<file path="src/rtl/busreq_pkg.sv">
package busreq_pkg;
  localparam int NUM_LEVELS = 4;
  localparam int LVL_W      = $clog2(NUM_LEVELS);

  typedef enum logic [1:0] {
    REL_ON_DONE   = 2'b00,
    REL_ON_OTHER  = 2'b01,
    REL_ON_CLEAR  = 2'b10,
    REL_ON_EITHER = 2'b11
  } relMode_t;

  typedef enum logic [1:0] {
    ST_IDLE,
    ST_REQ,
    ST_GRAB,
    ST_OWN
  } reqState_t;

  typedef struct packed {
    logic reqEnable;
    logic takeBus;
  } ctlStrobes_t;

  typedef struct packed {
    logic fairBlocked;
    logic grantSeen;
    logic releaseCond;
  } dpStatus_t;
endpackage

</file>
<file path="src/rtl/busreq_datapath.sv">
module busreq_datapath
  import busreq_pkg::*;
#(
  parameter int LEVELS   = NUM_LEVELS,
  localparam int LW      = $clog2(LEVELS),
  localparam int RST_LVL = LEVELS - 1
) (
  input  logic              clk,
  input  logic              rstN,
  input  logic [LW-1:0]     progLevel,
  input  logic [1:0]        relMode,
  input  logic              fairEn,
  input  logic              xferDone,
  input  logic              fifoFull,
  input  logic              fifoEmpty,
  input  logic              dirToLocal,
  input  logic [LEVELS-1:0] busReqIn,
  input  logic [LEVELS-1:0] busGrant,
  input  logic              busBusyIn,
  input  logic              busClear,
  input  ctlStrobes_t       strobes,
  output dpStatus_t         status,
  output logic [LEVELS-1:0] busReqOut,
  output logic [LW-1:0]     activeLevel
);

  logic [LW-1:0]     levelQ;
  logic [LEVELS-1:0] grantHit;
  logic [LEVELS-1:0] ownLineBusy;
  logic              otherReq;
  logic              fifoRel;
  logic              modeRel;

  always_ff @(posedge clk) begin
    if (!rstN) levelQ <= LW'(RST_LVL);
    else if (strobes.takeBus) levelQ <= progLevel;
  end

  assign activeLevel = levelQ;

  for (genvar i = 0; i < LEVELS; i++) begin : g_line
    assign busReqOut[i]   = strobes.reqEnable && (levelQ == LW'(i));
    assign grantHit[i]    = busGrant[i] && (levelQ == LW'(i));
    assign ownLineBusy[i] = busReqIn[i] && (levelQ == LW'(i));
  end

  assign otherReq = |busReqIn;
  assign fifoRel  = dirToLocal ? fifoFull : fifoEmpty;

  always_comb begin
    unique case (relMode_t'(relMode))
      REL_ON_DONE:   modeRel = xferDone;
      REL_ON_OTHER:  modeRel = otherReq;
      REL_ON_CLEAR:  modeRel = busClear;
      REL_ON_EITHER: modeRel = xferDone || otherReq;
      default:       modeRel = 1'b0;
    endcase
  end

  assign status.fairBlocked = fairEn && (|ownLineBusy);
  assign status.grantSeen   = (|grantHit) && !busBusyIn;
  assign status.releaseCond = fifoRel || modeRel;

  assert_req_onehot_R2: assert property (@(posedge clk) disable iff (!rstN)
    $onehot0(busReqOut));

  assert_take_needs_grant_R3: assert property (@(posedge clk) disable iff (!rstN)
    strobes.takeBus |-> (busGrant[levelQ] && !busBusyIn));

  assert_level_load_R4: assert property (@(posedge clk) disable iff (!rstN)
    strobes.takeBus |=> (activeLevel == $past(progLevel)));

  assert_level_stable_R5: assert property (@(posedge clk) disable iff (!rstN)
    !strobes.takeBus |=> $stable(activeLevel));

  assert_fair_wait_R10: assert property (@(posedge clk) disable iff (!rstN)
    $rose(|busReqOut) |-> !($past(fairEn) && $past(busReqIn[activeLevel])));

endmodule

</file>
<file path="src/rtl/busreq_control.sv">
module busreq_control
  import busreq_pkg::*;
(
  input  logic        clk,
  input  logic        rstN,
  input  logic        xferReq,
  input  logic        waitBus,
  input  dpStatus_t   status,
  output ctlStrobes_t strobes,
  output logic        busBusyOut,
  output logic        holdBus
);

  reqState_t state, nextState;
  logic      want;
  logic      holdQ;

  assign want = xferReq || waitBus;

  always_comb begin
    nextState         = state;
    strobes.reqEnable = 1'b0;
    strobes.takeBus   = 1'b0;
    unique case (state)
      ST_IDLE: if (want && !status.fairBlocked) nextState = ST_REQ;
      ST_REQ: begin
        strobes.reqEnable = 1'b1;
        if (!want) nextState = ST_IDLE;
        else if (status.grantSeen) begin
          strobes.takeBus = 1'b1;
          nextState       = ST_GRAB;
        end
      end
      ST_GRAB: nextState = ST_OWN;
      ST_OWN:  if (!waitBus && status.releaseCond) nextState = ST_IDLE;
      default: nextState = ST_IDLE;
    endcase
  end

  always_ff @(posedge clk) begin
    if (!rstN) begin
      state <= ST_IDLE;
      holdQ <= 1'b0;
    end else begin
      state <= nextState;
      holdQ <= waitBus && (strobes.takeBus || state == ST_GRAB || state == ST_OWN);
    end
  end

  assign busBusyOut = (state == ST_GRAB) || (state == ST_OWN);
  assign holdBus    = holdQ;

  assert_busy_min_R6: assert property (@(posedge clk) disable iff (!rstN)
    $rose(busBusyOut) |=> busBusyOut);

  assert_no_req_while_busy_R3: assert property (@(posedge clk) disable iff (!rstN)
    !(strobes.reqEnable && busBusyOut));

  assert_hold_means_master_R9: assert property (@(posedge clk) disable iff (!rstN)
    holdBus |-> busBusyOut);

  assert_wait_keeps_bus_R9: assert property (@(posedge clk) disable iff (!rstN)
    (state == ST_OWN && waitBus) |=> busBusyOut);

  assert_drop_req_R11: assert property (@(posedge clk) disable iff (!rstN)
    (strobes.reqEnable && !xferReq && !waitBus) |=> !strobes.reqEnable);

endmodule

</file>
<file path="src/rtl/dma_bus_requester.sv">
module dma_bus_requester
  import busreq_pkg::*;
(
  input  logic                  clk,
  input  logic                  rstN,
  input  logic [LVL_W-1:0]      progLevel,
  input  logic [1:0]            relMode,
  input  logic                  fairEn,
  input  logic                  waitBus,
  output logic                  holdBus,
  input  logic                  xferReq,
  input  logic                  xferDone,
  input  logic                  fifoFull,
  input  logic                  fifoEmpty,
  input  logic                  dirToLocal,
  input  logic [NUM_LEVELS-1:0] busReqIn,
  input  logic [NUM_LEVELS-1:0] busGrant,
  input  logic                  busBusyIn,
  input  logic                  busClear,
  output logic [NUM_LEVELS-1:0] busReqOut,
  output logic                  busBusyOut,
  output logic [LVL_W-1:0]      activeLevel
);

  ctlStrobes_t strobes;
  dpStatus_t   status;

  busreq_control i_control (
    .clk        (clk),
    .rstN       (rstN),
    .xferReq    (xferReq),
    .waitBus    (waitBus),
    .status     (status),
    .strobes    (strobes),
    .busBusyOut (busBusyOut),
    .holdBus    (holdBus)
  );

  busreq_datapath #(.LEVELS(NUM_LEVELS)) i_datapath (
    .clk         (clk),
    .rstN        (rstN),
    .progLevel   (progLevel),
    .relMode     (relMode),
    .fairEn      (fairEn),
    .xferDone    (xferDone),
    .fifoFull    (fifoFull),
    .fifoEmpty   (fifoEmpty),
    .dirToLocal  (dirToLocal),
    .busReqIn    (busReqIn),
    .busGrant    (busGrant),
    .busBusyIn   (busBusyIn),
    .busClear    (busClear),
    .strobes     (strobes),
    .status      (status),
    .busReqOut   (busReqOut),
    .activeLevel (activeLevel)
  );

endmodule

</file>
<file path="config.mk">
export PLATFORM = sky130hd
export DESIGN_NAME = dma_bus_requester
export DESIGN_NICKNAME = d
export VERILOG_FILES = /design/src/rtl/busreq_pkg.sv /design/src/rtl/busreq_datapath.sv /design/src/rtl/busreq_control.sv /design/src/rtl/dma_bus_requester.sv
export SDC_FILE = /design/constraint.sdc
export NUM_CORES = 1
export LEC_CHECK = 0
export BUFFER_PORTS_ARGS = -buffer_cell sky130_fd_sc_hd__buf_2
export CORE_AREA = 2 2 39 41
export DETAILED_ROUTE_END_ITERATION = 10
export DIE_AREA = 0 0 41 43
export GPL_ROUTABILITY_DRIVEN = 0
export PLACE_DENSITY = 0.71
export SYNTH_ARGS = -nofsm -noshare
export SYNTH_HDL_FRONTEND = slang
export SYNTH_SLANG_ARGS = --single-unit
</file>
<file path="constraint.sdc">
create_clock -name clk -period 2.3 [get_ports clk]
set_input_delay 0.115 -clock clk [delete_from_list [all_inputs] [get_ports clk]]
set_output_delay 0.115 -clock clk [all_outputs]
set_load 0.02 [all_outputs]
</file>
Word level (Yosys, flattened, before mapping)
Index checks and enable logic that the tools add are counted.
- register bits after elaboration: 5
- input bits: 23
- output and inout port bits: 8
- muxes and demuxes: 10
- equality and inequality tests: 12
- reduce and logical (&&, ||, !) cells: 33
- operators by type and width (operator ; count):
    1-bit logical AND ; 17
    2-bit == test (second input constant) ; 6
    4-bit OR reduction ; 3
    2-bit 2-to-1 mux ; 5
    2-bit case mux with 4 select lines ; 1
    2-bit by 1-bit == test with 1-bit output (second input constant) ; 3
    2-bit logical NOT ; 3
    1-bit logical OR ; 6
    2-bit by 1-bit != test with 1-bit output (second input constant) ; 2
    1-bit case mux with 4 select lines ; 1
    1-bit logical NOT ; 3
    1-bit 2-to-1 mux ; 3
    3-bit by 2-bit != test with 1-bit output (second input constant) ; 1
    3-bit AND reduction ; 1

Longest topological paths before layout
- depth in word-level cells: 10
- gate-level depth with buffers: 5

Hierarchy
A second synthesis with hierarchy kept.
- cells, all modules: 38
- area, all modules: 351.6 sq um
- by module, submodules not included (module ; area an instance (sq um) ; sequential area each (sq um) ; cells an instance ; instances):
    busreq_datapath ; 205.2 ; 40.0 ; 22 ; 1
    busreq_control ; 146.4 ; 60.1 ; 16 ; 1

Least setup slack after synthesis
OpenSTA, ideal clock, no wires.
- path kind: register -> register
- start: register i_datapath.levelQ[1], in the netlist i_datapath.activeLevel[1]
- end: register i_control.holdQ, in the netlist i_control.holdBus
- required time: 2.184 ns
- arrival: 1.550 ns
- period minus slack after synthesis: 1.666 ns
- cell stages (with the launch flop): 5
- setup slack: 0.634 ns
- cell sequence: dfxtp_1 -> mux4_2 -> and4b_1 -> buf_6 -> o211a_1
- cells in the longest elaborated chain, start to end: 10
- elaborated cells between the ends (all ways): 16
- those cells by class: 3 x eq/ne; 3 x mux; 10 x reduce/logical
- ends and longest elaborated chain (element ; line ; text):
    start, declared ; busreq_datapath.sv:27 ; logic [LW-1:0] levelQ;
    start signal, assigned ; busreq_datapath.sv:35 ; if (!rstN) levelQ <= LW'(RST_LVL);
    start signal, assigned ; busreq_datapath.sv:36 ; else if (strobes.takeBus) levelQ <= progLevel;
    2-bit by 1-bit == test with 1-bit output (tied with other cells) ; busreq_datapath.sv:43 ; assign grantHit[i] = busGrant[i] && (levelQ == LW'(i));
    1-bit logical AND ; busreq_datapath.sv:43 ;
    4-bit OR reduction * ; busreq_datapath.sv:61 ; assign status.grantSeen = (|grantHit) && !busBusyIn;
    1-bit logical AND * ; busreq_datapath.sv:61 ;
    1-bit 2-to-1 mux * ; busreq_control.sv:29 ; else if (status.grantSeen) begin
    1-bit 2-to-1 mux * ; busreq_control.sv:28 ; if (!want) nextState = ST_IDLE;
    2-bit 2-to-1 mux * ; busreq_control.sv:24 ; unique case (state)
    1-bit logical OR * (2 in a row) ; busreq_control.sv:46 ; holdQ <= waitBus && (strobes.takeBus || state == ST_GRAB || state == ST_OWN);
    1-bit logical AND * ; busreq_control.sv:46 ;
    end signal, assigned ; busreq_control.sv:46 ;
    end, declared ; busreq_control.sv:16 ; logic holdQ;
Every way passes the cells marked *; elsewhere a longest branch is shown, timed or not.
A chain may end at the register's enable or synchronous reset.

Worst setup path after layout
- start: register i_datapath.levelQ[1], in the netlist i_datapath.activeLevel[1]
- end: register i_datapath.levelQ[0], in the netlist i_datapath.activeLevel[0]
- cells in the longest elaborated chain, start to end: 7
- elaborated cells between the ends (all ways): 13
- those cells by class: 3 x eq/ne; 3 x mux; 7 x reduce/logical
- ends and longest elaborated chain (element ; line):
    2-bit by 1-bit == test with 1-bit output (tied with other cells) ; busreq_datapath.sv:43
    1-bit logical AND ; busreq_datapath.sv:43
    4-bit OR reduction * ; busreq_datapath.sv:61
    1-bit logical AND * ; busreq_datapath.sv:61
    1-bit 2-to-1 mux * ; busreq_control.sv:29
    1-bit 2-to-1 mux * ; busreq_control.sv:28
    2-bit 2-to-1 mux * ; busreq_control.sv:24
Marked as above.

==> flow_summary_export.csv <==
group,metric,value,unit
logic_synthesis,syn-cell-area,362,um2
logic_synthesis,synth.net_count,64,
clocking,cts.sinks,5,
logic_synthesis,synth_area_leaders,"dfxtp_1 (28%), mux2i_1 (8.3%), nand2_1 (8.3%)",
logic_synthesis,yosysTopAreaCellShare,0.277,
logic_synthesis,postSynthAreaPerCell,8.82,um2
pwr,total_power,0.264,mW
floorplan,std_cell_rows,14,
hold_path,hp-class,"input port to flip-flop",
cells_and_area,diodes,0,
job,maxCapViolCount,0,
route,dr.first_iter.drc_count,4,
worst_setup_path,critPathLaunchType,"flip-flop",
clocking,holdBufCountCts,0,
global_routing,grt.busiest_layer,"met2",
timing,min_period,1.55,ns
pwr,p_per_area,487,nW/um2
route,drtPass1Iterations,4,
worst_setup_path,critPathKind,"flip-flop to flip-flop",
logic_synthesis,synthArstFlopShare,0,
logic_synthesis,synth_top_family_by_area,"simple AND/OR/NAND/NOR gates",
timing,worst_slack,0.752,ns
worst_setup_path,startpoint,"i_datapath.activeLevel[1]$_SDFFE_PN1P_",
cells_and_area,syn2layout_area_growth,50.2,%
hold_path,min_from,"rstN",
route,drt_wl_total,871,um
pwr,sw_frac_of_total,0.270,
pwr,power_frac_comb,0.247,
timing,rsz0062_at_grt,"false",
logic_synthesis,syn-instance-count,41,
timing,max_freq,646,MHz
logic_synthesis,ys_seq_elements,5,
clocking,cts_setup_buffers,0,
timing,finalSetupTns,0,ns
worst_setup_path,reg2reg_from,"i_datapath.activeLevel[1]$_SDFFE_PN1P_",
floorplan,die_x,41,um
timing,final-setup-viol-count,0,
global_routing,antenna_found_initial,0,
worst_setup_path,crit_arrival,1.68,ns
placement,pre_cts_ws,0.742,ns
logic_synthesis,synth-xor-area-share,0,
cells_and_area,final_nets,97,
worst_setup_path,path_max_fanout,6,
floorplan,die_y,43,um
global_routing,met3_usage,0.0209,
logic_synthesis,synth-simple-area-share,0.273,
logic_synthesis,synth_cell_types,23,
logic_synthesis,synth_fa_ha_area_frac,0,
global_routing,grt_pass1_vias,397,
pwr,peakVddDrop,184,uV
floorplan,die-area,1760,um2
cells_and_area,drive_gt1_frac,0.479,
global_routing,met2_usage,0.191,
route,ant_nets,0,
logic_synthesis,synthMostInstantiatedCell,"nand2_1",
route,num_vias,410,
clocking,cts_buffers,3,
global_routing,grt_start_max_net_pins,8,
global_routing,grt_overflow_total,0,
floorplan,start_util,0.261,
clocking,cts_root_buf,"clkbuf_4",
timing,worstMarginPinSlew,0.256,ns
logic_synthesis,synth-compound-area-share,0.170,
floorplan,core,1380,um2
pwr,clkPwrFrac,0.386,
clocking,htreeDepth,1,
worst_setup_path,worstSetupEndpointType,"flip-flop",
pwr,cellLeakagePower,0.296,nW
timing,slew_headroom,0.829,
timing,skew,0.00240,ns
pwr,netSwitchingPower,0.0714,mW
clocking,clk_path_buf_depth,2,
clocking,clk_latency,0.24,ns
timing,hold_viol_final,0,
global_routing,gr-usage-met1,0.120,
logic_synthesis,synth-edff-count,0,
worst_setup_path,critPathRequiredTime,2.43,ns
clocking,cts_resized,0,
run_status,status,"finished, final reports clean",
timing,drv_slew,0,
logic_synthesis,yosysSeqAreaShare,0.277,
route,drc_errors,0,
logic_synthesis,synth_warnings,0,
global_routing,grt_util_all_layers,0.117,
placement,hpwlAfterDp,762,um
timing,fin_crit_sh,0.673,
timing,timing.hold.ws,0.0920,ns
logic_synthesis,yosys_most_used_dff,"dfxtp_1",
global_routing,grt_pass1_wl,1410,um
route,via_per_inst,4.61,
logic_synthesis,yosysTopAreaCell,"dfxtp_1",
placement,port_buffers,30,
pwr,seq_power_share,0.367,
clocking,cts_tree,"built",
logic_synthesis,synth_common_cells,"nand2_1 (8), dfxtp_1 (5), mux2i_1 (3)",
clocking,clkTransAtPathRegs,0.04,ns
floorplan,io_pins,31,
pwr,cellInternalPower,0.193,mW
route,wl_per_cell,9.79,um
cells_and_area,fillCellCount,148,
logic_synthesis,synthMuxAreaShare,0.218,
-- cells in the final DEF (no fill, tap or decap), drive strengths merged --
cell type  count
mux2i          3
dfxtp          5
or2b           1
nand3          1
clkbuf         4
o21ai          1
nand2          8
o211a          2
inv            2
or2            1
nor2           2
a21boi         1
mux4           2
a32oi          1
nor2b          2
nor3b          2
o211ai         1
o31ai          1
and4b          1
buf           30
nor3           1
a21oi          1
-- cell type report --
| class | instances | area [um2] | share of cell area |
|---|---|---|---|
| repair buffers | 30 | 150 | 0.276 |
| inverters | 2 | 7.51 | 0.0138 |
| clock buffers | 4 | 26.3 | 0.0484 |
| flip-flops and latches | 5 | 100 | 0.184 |
| well taps | 16 | 20.0 | 0.0369 |
| multi-input cells | 32 | 239 | 0.440 |
-- cell families (layout without fill, tap and decap cells) --
kind of cell | Yosys count | in the layout
compound gates | 8 | 8
buf+inv | 4 | 36
flops | 5 | 5
mux | 5 | 5
simple gates | 19 | 19
-- per-stage QoR --
| step | instances | area (um2) | utilization |
|---|---|---|---|
| after global routing | 89 | 543 | 0.392 |
| final | 89 | 543 | 0.392 |
| after global placement | 85 | 517 | 0.373 |
| after CTS | 89 | 543 | 0.392 |
| after detailed placement | 85 | 517 | 0.373 |
| after floorplan | 41 | 362 | - |
-- per-layer routing --
layer	wire length [um]	up-vias
met1	340	179
li1	-	215
met5	0	-
met3	55	0
met4	0	0
met2	475	16
-- worst paths after layout --
kind              slack [ns]                                endpoint  cells after the start
setup reg to reg        0.75  i_datapath.activeLevel[0]$_SDFFE_PN1P_                      4
hold / removal          0.09  i_datapath.activeLevel[0]$_SDFFE_PN1P_                      2
setup / recovery        0.75  i_datapath.activeLevel[0]$_SDFFE_PN1P_                      4
hold reg to reg         0.54                               flip-flop                      2
-- worst max-delay path: stages, from the launching register on --
cell     delay [ns]
dfxtp_1        0.42
mux4_2         0.53
and4b_1        0.26
mux2i_1        0.16
nand2_1        0.06
-- power by group through the flow --
stage | registers (mW) | logic, mW | clock network, mW
after global placement | 0.0983 | 0.0658 | 0
final | 0.0970 | 0.0652 | 0.102
after global routing | 0.0976 | 0.0740 | 0.111
after floorplan | 0.0997 | 0.0360 | 0
after detailed placement | 0.0987 | 0.0657 | 0
after CTS | 0.0971 | 0.0659 | 0.107
(Power assumes the default switching activity.)
